### src/rtl/lut4_adder_cluster.sv
module lut4_adder_cluster #(
  parameter int N_ELEM = 8
) (
  input  logic                  clk,
  input  logic                  rst,
  input  logic [N_ELEM-1:0]     cfg_en,
  input  logic [17:0]           cfg_word,
  input  logic [4*N_ELEM-1:0]   din,
  input  logic                  cin,
  output logic                  cout,
  output logic [N_ELEM-1:0]     dout
);
  localparam int LUT_IN   = 4;
  localparam int LUT_BITS = 1 << LUT_IN;
  localparam int CFG_W    = LUT_BITS + 2;
  localparam int SEL_IN2  = LUT_BITS;
  localparam int SEL_OUT  = LUT_BITS + 1;

  logic [N_ELEM:0]         carry;
  logic [N_ELEM*CFG_W-1:0] cfg_flat;
  logic [N_ELEM-1:0]       lut_f, prop, gen, ffq;

  assign carry[0] = cin;
  assign cout     = carry[N_ELEM];

  for (genvar i = 0; i < N_ELEM; i++) begin : g_elem
    logic [CFG_W-1:0]    cfg;
    logic [LUT_BITS-1:0] tbl;
    logic [LUT_IN-1:0]   d, idx;
    logic                q;

    assign d   = din[i*LUT_IN +: LUT_IN];
    assign tbl = cfg[LUT_BITS-1:0];

    always_ff @(posedge clk) begin
      if (rst)            cfg <= '0;
      else if (cfg_en[i]) cfg <= cfg_word;
    end

    assign idx      = {d[3], (cfg[SEL_IN2] ? carry[i] : d[2]), d[1:0]};
    assign lut_f[i] = tbl[idx];
    assign prop[i]  = tbl[{2'b00, d[1:0]}];
    assign gen[i]   = tbl[{2'b01, d[1:0]}];

    assign carry[i+1] = prop[i] ? carry[i] : gen[i];

    always_ff @(posedge clk) begin
      if (rst) q <= 1'b0;
      else     q <= lut_f[i];
    end

    assign ffq[i]                    = q;
    assign dout[i]                   = cfg[SEL_OUT] ? q : lut_f[i];
    assign cfg_flat[i*CFG_W +: CFG_W] = cfg;
  end
endmodule

### config.mk
export PLATFORM = sky130hd
export DESIGN_NAME = lut4_adder_cluster
export DESIGN_NICKNAME = d
export VERILOG_FILES = /design/src/rtl/lut4_adder_cluster.sv
export SDC_FILE = /design/constraint.sdc
export NUM_CORES = 1
export LEC_CHECK = 0
export BUFFER_PORTS_ARGS = -buffer_cell sky130_fd_sc_hd__buf_2
export CORE_MARGIN = 2
export CORE_UTILIZATION = 58
export CTS_CLUSTER_SIZE = 40
export DETAILED_ROUTE_END_ITERATION = 8
export PLACE_DENSITY = 0.75
export SETUP_SLACK_MARGIN = 0.4
export SLEW_MARGIN = 10
export SYNTH_ARGS = -nofsm -noshare
export SYNTH_HDL_FRONTEND = slang
export SYNTH_SLANG_ARGS = --single-unit
### constraint.sdc
create_clock -name clk -period 7.1 [get_ports clk]
set_input_delay 0.71 -clock clk [delete_from_list [all_inputs] [get_ports clk]]
set_output_delay 0.71 -clock clk [all_outputs]
set_load 0.005 [all_outputs]
Word level (Yosys, flattened, before mapping)
Index checks and enable logic that the tools add are counted.

word-level totals
  flip-flop bits (word level) = 152
  bits of input ports = 61
  output and inout port bits = 9
  logic and storage cells = 112

operators by class
  $lt $le $gt $ge = 24
  multiplexer cells = 72

operators with widths
  cell                                                number
  two-way mux 1 bit                                   48
  < comparator 2 x 5 -> 1 bit, second input constant  8
  < comparator 3 x 5 -> 1 bit, second input constant  8
  < comparator 4 x 5 -> 1 bit, second input constant  8
  binary-select mux 1 bit (select 2 bit)              16
  binary-select mux 1 bit (select 4 bit)              8

Logic depth before layout (Yosys ltp)
Gate-level depths: netlist (run 1).

  word-level depth = 13
  gate-level depth with buffers = 8
  gate-level depth less buffers = 7

Least setup slack after synthesis (run 1)
Ideal clock, no wire load.

  path type = input-to-output
  start point = input port din[0]
  end point = output port dout[3]
  arrival time = 2.656 ns
  required time = 6.390 ns
  path slack = 3.734 ns
  cell stages on the path = 8
  path buffers = 1
  cells stage by stage = buf_6 -> mux4_2 -> nor2b_4 -> o22a_1 -> mux2i_1 -> a21oi_1 -> mux4_2 -> mux2_2

between the ends
  word-level cells in the longest chain between the ends = 9
  elaborated cells between the ends (all ways) = 11
  classes of those cells = 11 x mux

ends and longest elaborated chain
  what                                                       line    source
  start: declaration                                         8       input logic [4*N_ELEM-1:0] din,
  binary-select mux 1 bit (select 2 bit) (on tied branches)  43, 42
  two-way mux 1 bit (on tied branches)                       43, 42
  two-way mux 1 bit (*) (3 in a row)                         45      assign carry[i+1] = prop[i] ? carry[i] : gen[i];
  two-way mux 1 bit (*)                                      40      assign idx = {d[3], (cfg[SEL_IN2] ? carry[i] : d[2]), d[1:0]};
  binary-select mux 1 bit (select 4 bit) (*)                 41      assign lut_f[i] = tbl[idx];
  two-way mux 1 bit (implied by the code) (*)                41
  two-way mux 1 bit (*)                                      53      assign dout[i] = cfg[SEL_OUT] ? q : lut_f[i];
  end: declaration                                           11      output logic [N_ELEM-1:0] dout

Every way passes the cells marked *; elsewhere a longest branch is shown, timed or not. The select of a mux whose other input is x is not followed.

Worst setup path after layout (run 1)
  start point = input port din[0]
  end point = output port dout[6]

between the ends
  word-level cells in the longest chain between the ends = 12
  elaborated cells between the ends (all ways) = 14
  classes of those cells = 14 x mux

ends and longest elaborated chain
  what                                                       line
  binary-select mux 1 bit (select 2 bit) (on tied branches)  43, 42
  two-way mux 1 bit (on tied branches)                       43, 42
  two-way mux 1 bit (*) (6 in a row)                         45
  two-way mux 1 bit (*)                                      40
  binary-select mux 1 bit (select 4 bit) (*)                 41
  two-way mux 1 bit (implied by the code) (*)                41
  two-way mux 1 bit (*)                                      53

Marked as above.

==> run_results.csv, run 1 <==
group,metric,value,unit
global_routing,grt_pass1_wl,24.5,mm
clock_network,clock-sinks,152,
setup_path,required,6.39,ns
die,placementRows,39,
route,via_count,4662,
route,first_pass_iters,5,
sta,skew,0.00926,ns
pwr,finalPower,0.00199,W
die,coreArea,11300,sq um
synthesis,synth_seq_area_share,46.0,%
clock_network,cts_resized,0,
synthesis,syn_nets,678,
setup_path,cpMaxStageDelayCell,"mux4_2",
synthesis,yosysTopAreaCell,"dfxtp_1",
placed_design,place_ws,3.28,ns
setup_path,r2r_start,"g_elem[0].cfg[7]",
die,fp.dieW,111,um
placed_design,port_buffers,69,
synthesis,syn_inst,617,
clock_network,cts_tree,"done",
pwr,p_leak,3.37,nW
sta,min_period,3.85,ns
die,io_pins,70,
setup_path,slowest_delay,0.54,ns
sta,maxSlewHeadroom,48.2,%
setup_path,crit_chain,"buf_2 > mux4_2 > nor2b_4 > o21ai_0 > nand2_1 > a31oi_1 > mux4_2 > o21ai_0 > buf_2",
pwr,p_per_area,266,nW/um^2
global_routing,antenna_found_initial,0,
global_routing,overflow,0,
pwr,vdd_ir_drop_max,0.000179,V
finish,nets,713,
die,initial_core_util,58.7,%
synthesis,yosys_warnings,0,
clock_network,ctsHoldBuffers,0,
clock_network,post-cts-setup-buffer-count,0,
placed_design,dp_hpwl,9.97,mm
min_path,worstHoldPathType,"register to register",
sta,max_clock_freq,260,MHz
setup_path,ff2ff_setup_slack,4.73,ns
outcome,status,"finished, final reports clean",
finish,antenna_cells,0,
route,drtAntennaViolNets,0,
sta,hold_viol_final,0,
setup_path,critPathMaxFanout,6,
placed_design,placed_area,6940,sq um
global_routing,grt_max_degree,78,
setup_path,crit_path_end_kind,"output pin",
finish,stdcell_count,805,
sta,period_share,54.2,%
clock_network,clk_pin_slew,0.06,ns
sta,grt_setup_unrepaired,"no",
setup_path,arrival,3.14,ns
synthesis,synth_top_area_share,46.0,%
setup_path,worstReg2RegEnd,"g_elem[6].q",
finish,fill_cells,876,
die,die-area,12300,sq um
sta,tns,0,ns
job,cap_violations,0,
route,via_per_inst,5.79,
synthesis,yosys-top-cells-area,"dfxtp_1, mux2i_1, mux4_2",
sta,setup_viol,0,
setup_path,rr_worst_depth,7,
setup_path,crit_path_start_kind,"primary input",
clock_network,clkLatencyLatePin,0.42,ns
clock_network,cts_root_buf,"clkbuf_16",
synthesis,synth_seq_cells,152,
placed_design,place_inst,776,
synthesis,syn_area,6620,sq um
synthesis,yosysUniqueCellTypes,31,
clock_network,ctsLongestPathBuffers,2,
finish,layout-area-overhead-vs-synth,12.9,%
setup_path,path_class,"primary input to output pin",
sta,slew_violations,0,
route,drcViolationCount,0,
finish,layout-drive-gt1-share,21.0,%
global_routing,grt_pass1_vias,4605,
route,totalWireLength,15.3,mm
route,drt_iter0_drc,436,
clock_network,h-tree-depth,4,
sta,setup_ws,3.25,ns
die,dieHeight,111,um
sta,tightest_slew,0.776,ns
min_path,hp-start,"g_elem[6].cfg[14]",
clock_network,numCtsBuffers,17,
min_path,holdPathStages,2,
global_routing,grt_usage,26.0,%
synthesis,avgSynthCellArea,10.7,sq um
finish,fin_area,7470,sq um
min_path,min_to,"g_elem[6].cfg[14]",
route,wl_per_cell,19.0,um
placed_design,gp_congestion,0.785,
-- through the flow --
stage          hold WS [ns]  utilization (%)
2_1_floorplan         0.455                -
3_3_place_gp          0.467             61.6
3_5_place_dp          0.477             61.6
4_1_cts               0.491             66.3
5_1_grt               0.512             66.3
6_report              0.487             66.3
-- worst max-delay path: cells and delay by family --
family	cells	cell delay, ns
AO/OA/AOI/OAI	3	0.91
buffers and inverters	2	0.32
multiplexers	2	0.88
AND/OR/NAND/NOR	2	0.33
-- final cells by class --
type	count	area [sq um]	area share, %
Clock buffer	25	485	6.50
Tap cell	143	179	2.39
Multi-Input combinational cell	408	3350	44.9
Inverter	3	11.3	0.151
Clock inverter	4	45.0	0.603
Sequential cell	152	3040	40.7
Timing Repair Buffer	70	355	4.75
-- worst max path at each step --
stage | start | to | slack [ns] | cells after the start
5_1_grt | din[0] | dout[6] | 3.06 | 9
6_report | din[0] | dout[6] | 3.25 | 9
3_5_place_dp | din[0] | dout[6] | 3.28 | 9
2_1_floorplan | din[0] | dout[3] | 3.73 | 8
3_3_place_gp | din[0] | dout[6] | 3.32 | 9
4_1_cts | din[0] | dout[6] | 3.28 | 9
-- where the power goes --
group | switching [W] | internal (W)
registers | 0.0000265 | 0.000906
clock network | 0.000318 | 0.000502
logic | 0.000127 | 0.000113
total | 0.000471 | 0.00152
-- cells in the mapped netlist, drive strengths merged --
| cell type | count |
|---|---|
| dfxtp | 152 |
| and2 | 2 |
| o211ai | 1 |
| o21ai | 8 |
| a21oi | 1 |
| o22a | 1 |
| a31oi | 2 |
| nand2b | 6 |
| nand2 | 13 |
| nor2b | 7 |
| mux4 | 35 |
| clkbuf | 37 |
| a221oi | 2 |
| nor2 | 154 |
| mux2 | 8 |
| nand4 | 1 |
| a211o | 1 |
| nand3b | 1 |
| and3 | 1 |
| buf | 17 |
| inv | 3 |
| a22oi | 1 |
| and4 | 1 |
| o221ai | 2 |
| mux2i | 156 |
| or2 | 1 |
| o22ai | 1 |
| o211a | 1 |
| a41o | 1 |
-- routing by layer --
metal | wire length [um] | GRT usage, %
met1 | 6890 | 34.6
met2 | 7380 | 41.7
met3 | 675 | 5.08
met4 | 369 | 10.9
met5 | 0 | 0
-- sequential cells by signal (all words and copies together) (netlist names) --
name	count
g_elem.cfg	144
g_elem.q	8
-- cells by family after synthesis --
logic type / Yosys count / synth area share, %
multiplexers: 199 / 36.9
AND/OR/NAND/NOR: 187 / 11.5
flip-flops: 152 / 46.0
buffers and inverters: 57 / 3.35
AO/OA/AOI/OAI: 22 / 2.29
-- cells in the final DEF (no fill, tap or decap), types with 5 or more instances in the layout --
cell and count:
mux4_2 35, clkbuf_1 5, dfxtp_1 152, clkbuf_16 17, nor2b_1 6, mux2i_1 156, o21ai_0 8, buf_2 68
nand2b_1 6, nand2_1 13, nor2_1 154, mux2_2 8
(Power assumes the default switching activity.)
==> run 2, diff against run 1 <==
Settings changed: CORE_UTILIZATION 58 to 53, PLACE_DENSITY 0.75 to 0.72.
Clock period 7.1 ns to 3.5 ns, I/O delays scaled along.
==> run_results.csv, run 2 (synthesized netlist as in run 1, its figures left out) <==
group,metric,value,unit
die,fp.dieW,116,um
pwr,vdd_ir_drop_max,0.000338,V
setup_path,r2r_start,"g_elem[0].cfg[4]",
clock_network,h-tree-depth,4,
route,totalWireLength,16.0,mm
pwr,p_per_area,568,nW/um^2
setup_path,crit_chain,"mux4_2 > nor2b_4 > o22a_1 > buf_4 > buf_4 > mux2i_1 > mux4_2 > mux2_2 > buf_2",
die,io_pins,70,
finish,layout-drive-gt1-share,24.0,%
setup_path,critPathMaxFanout,3,
route,via_per_inst,5.62,
setup_path,required,3.15,ns
die,initial_core_util,54.6,%
placed_design,gp_congestion,0.802,
pwr,internal_power,0.00336,W
setup_path,rr_worst_depth,8,
finish,largest_reg_flops,144,
setup_path,arrival,2.79,ns
setup_path,worstReg2RegEnd,"g_elem[2].q",
sta,min_period,3.14,ns
setup_path,slowest_delay,0.49,ns
finish,regMostFlops,"g_elem.cfg",
sta,maxSlewHeadroom,49.5,%
clock_network,clkLatencyLatePin,0.42,ns
die,coreArea,12100,sq um
setup_path,cpLargestDelayFamily,"multiplexers",
setup_path,path_depth,9,
finish,nets,720,
global_routing,antenna_found_initial,0,
global_routing,grt_pass1_wl,25.0,mm
die,die-area,13400,sq um
route,drtAntennaViolNets,0,
global_routing,grt_usage,25.5,%
pwr,p_sw_share,23.4,%
clock_network,clock-sinks,152,
placed_design,place_ws,0.386,ns
setup_path,crit_path_end_kind,"output pin",
global_routing,overflow,0,
sta,setup_ws,0.362,ns
setup_path,crit_end,"dout[2]",
sta,tightest_slew,0.757,ns
setup_path,ff2ff_setup_slack,1.25,ns
clock_network,cts_tree,"done",
route,first_pass_iters,6,
min_path,worstHoldPathType,"primary input to register",
pwr,p_leak,3.47,nW
finish,reg_top3,"g_elem.cfg: 144 flops, g_elem.q: 8 flops",
pwr,p_switching,0.00102,W
clock_network,cts_root_buf,"clkbuf_16",
finish,antenna_cells,0,
route,wl_per_cell,19.1,um
pwr,pwr-share-seq,43.1,%
sta,tns,0,ns
setup_path,worst-path-buf-inv,3,
finish,final_cell_mix,"mux2i_1, nor2_1, dfxtp_1",
sta,max_clock_freq,319,MHz
clock_network,ctsLongestPathBuffers,2,
sta,hold_viol_final,0,
placed_design,dp_hpwl,10.3,mm
route,drcViolationCount,0,
sta,setup_viol,0,
setup_path,crit_path_start_kind,"register",
min_path,holdPathStages,4,
clock_network,numCtsBuffers,17,
finish,layout-area-overhead-vs-synth,16.6,%
setup_path,path_class,"register to output pin",
pwr,clkPwrFrac,45.3,%
die,dieHeight,116,um
setup_path,cpMaxStageDelayCell,"mux4_2",
route,via_count,4717,
finish,final_common_cell,"mux2i_1",
sta,hold_ws,0.254,ns
sta,grt_setup_unrepaired,"yes",
placed_design,port_buffers,69,
job,cap_violations,0,
sta,period_share,89.7,%
sta,slew_violations,0,
clock_network,clk_pin_slew,0.06,ns
route,drt_iter0_drc,384,
sta,skew,0.00716,ns
outcome,status,"finished, final reports clean",
global_routing,grt_max_degree,80,
setup_path,crit_start,"g_elem[0].cfg[4]",
die,placementRows,40,
global_routing,grt_pass1_vias,4684,
pwr,combinationalPowerShare,11.6,%
## run 2: cell count changes in the layout (fill, tap and decap cells not counted), sizes merged
cell	change
buf	+7
bufinv	+4
clkbuf	-5
clkinv	+3
clkinvlp	+1
## run 2: layer usage
metal  wire [um]  track usage, %  vias to the layer above  share of wire [%]
met2        7590            42.2                      148                 47
met1        6960            32.3                     2292                 43
li1            -               -                     2239                  -
met3        1020            5.70                       38                6.4
met4         463            11.0                        0                2.9
met5           0               0                        -                  0
## run 2: power by group through the flow
stage          logic (W)  registers, W  clock network [W]
2_1_floorplan   0.000354       0.00191                  0
3_3_place_gp    0.000474       0.00192                  0
3_5_place_dp    0.000488       0.00192                  0
4_1_cts         0.000504       0.00189            0.00200
5_1_grt         0.000552       0.00190            0.00209
6_report        0.000507       0.00189            0.00199
## run 2: how the worst min path moves through the flow
stage,startpoint,endpoint
global placement,g_elem[5].cfg[6],g_elem[5].cfg[6]
CTS,din[7],g_elem[1].q
detailed placement,g_elem[5].cfg[15],g_elem[5].cfg[15]
global route,din[7],g_elem[1].q
floorplan,g_elem[0].cfg[10],g_elem[0].cfg[10]
finish,din[3],g_elem[0].q
## run 2: cell type report
cell class,count,area (sq um)
well taps,168,210
multi-input cells,408,3380
fillers,990,4400
inverters,3,11.3
clock inverters,12,199
flip-flops and latches,152,3050
clock buffers,20,447
repair buffers,77,420
## run 2: what timing repair did
item                       CTS  global route
buffers inserted             5             2
setup endpoints to repair    4             5
pin swaps                    3             0
hold buffers                 0             0
gates resized for setup      9             1
## run 2: worst reg2reg max path: cells and delay by family, from the launching register on
family | cells | cell delay (ns)
compound gates | 1 | 0.23
mux | 3 | 1.01
simple gates | 2 | 0.29
flops | 1 | 0.32
buf+inv | 2 | 0.26
## run 2: per-stage QoR
stage,utilization [%],power [W],instance area (sq um),std cells
CTS,63.5,0.00440,7690,838
detailed placement,57.7,0.00241,6990,801
global placement,57.7,0.00239,6990,801
global route,63.7,0.00454,7720,840
finish,63.7,0.00438,7720,840
floorplan,-,0.00226,6620,617
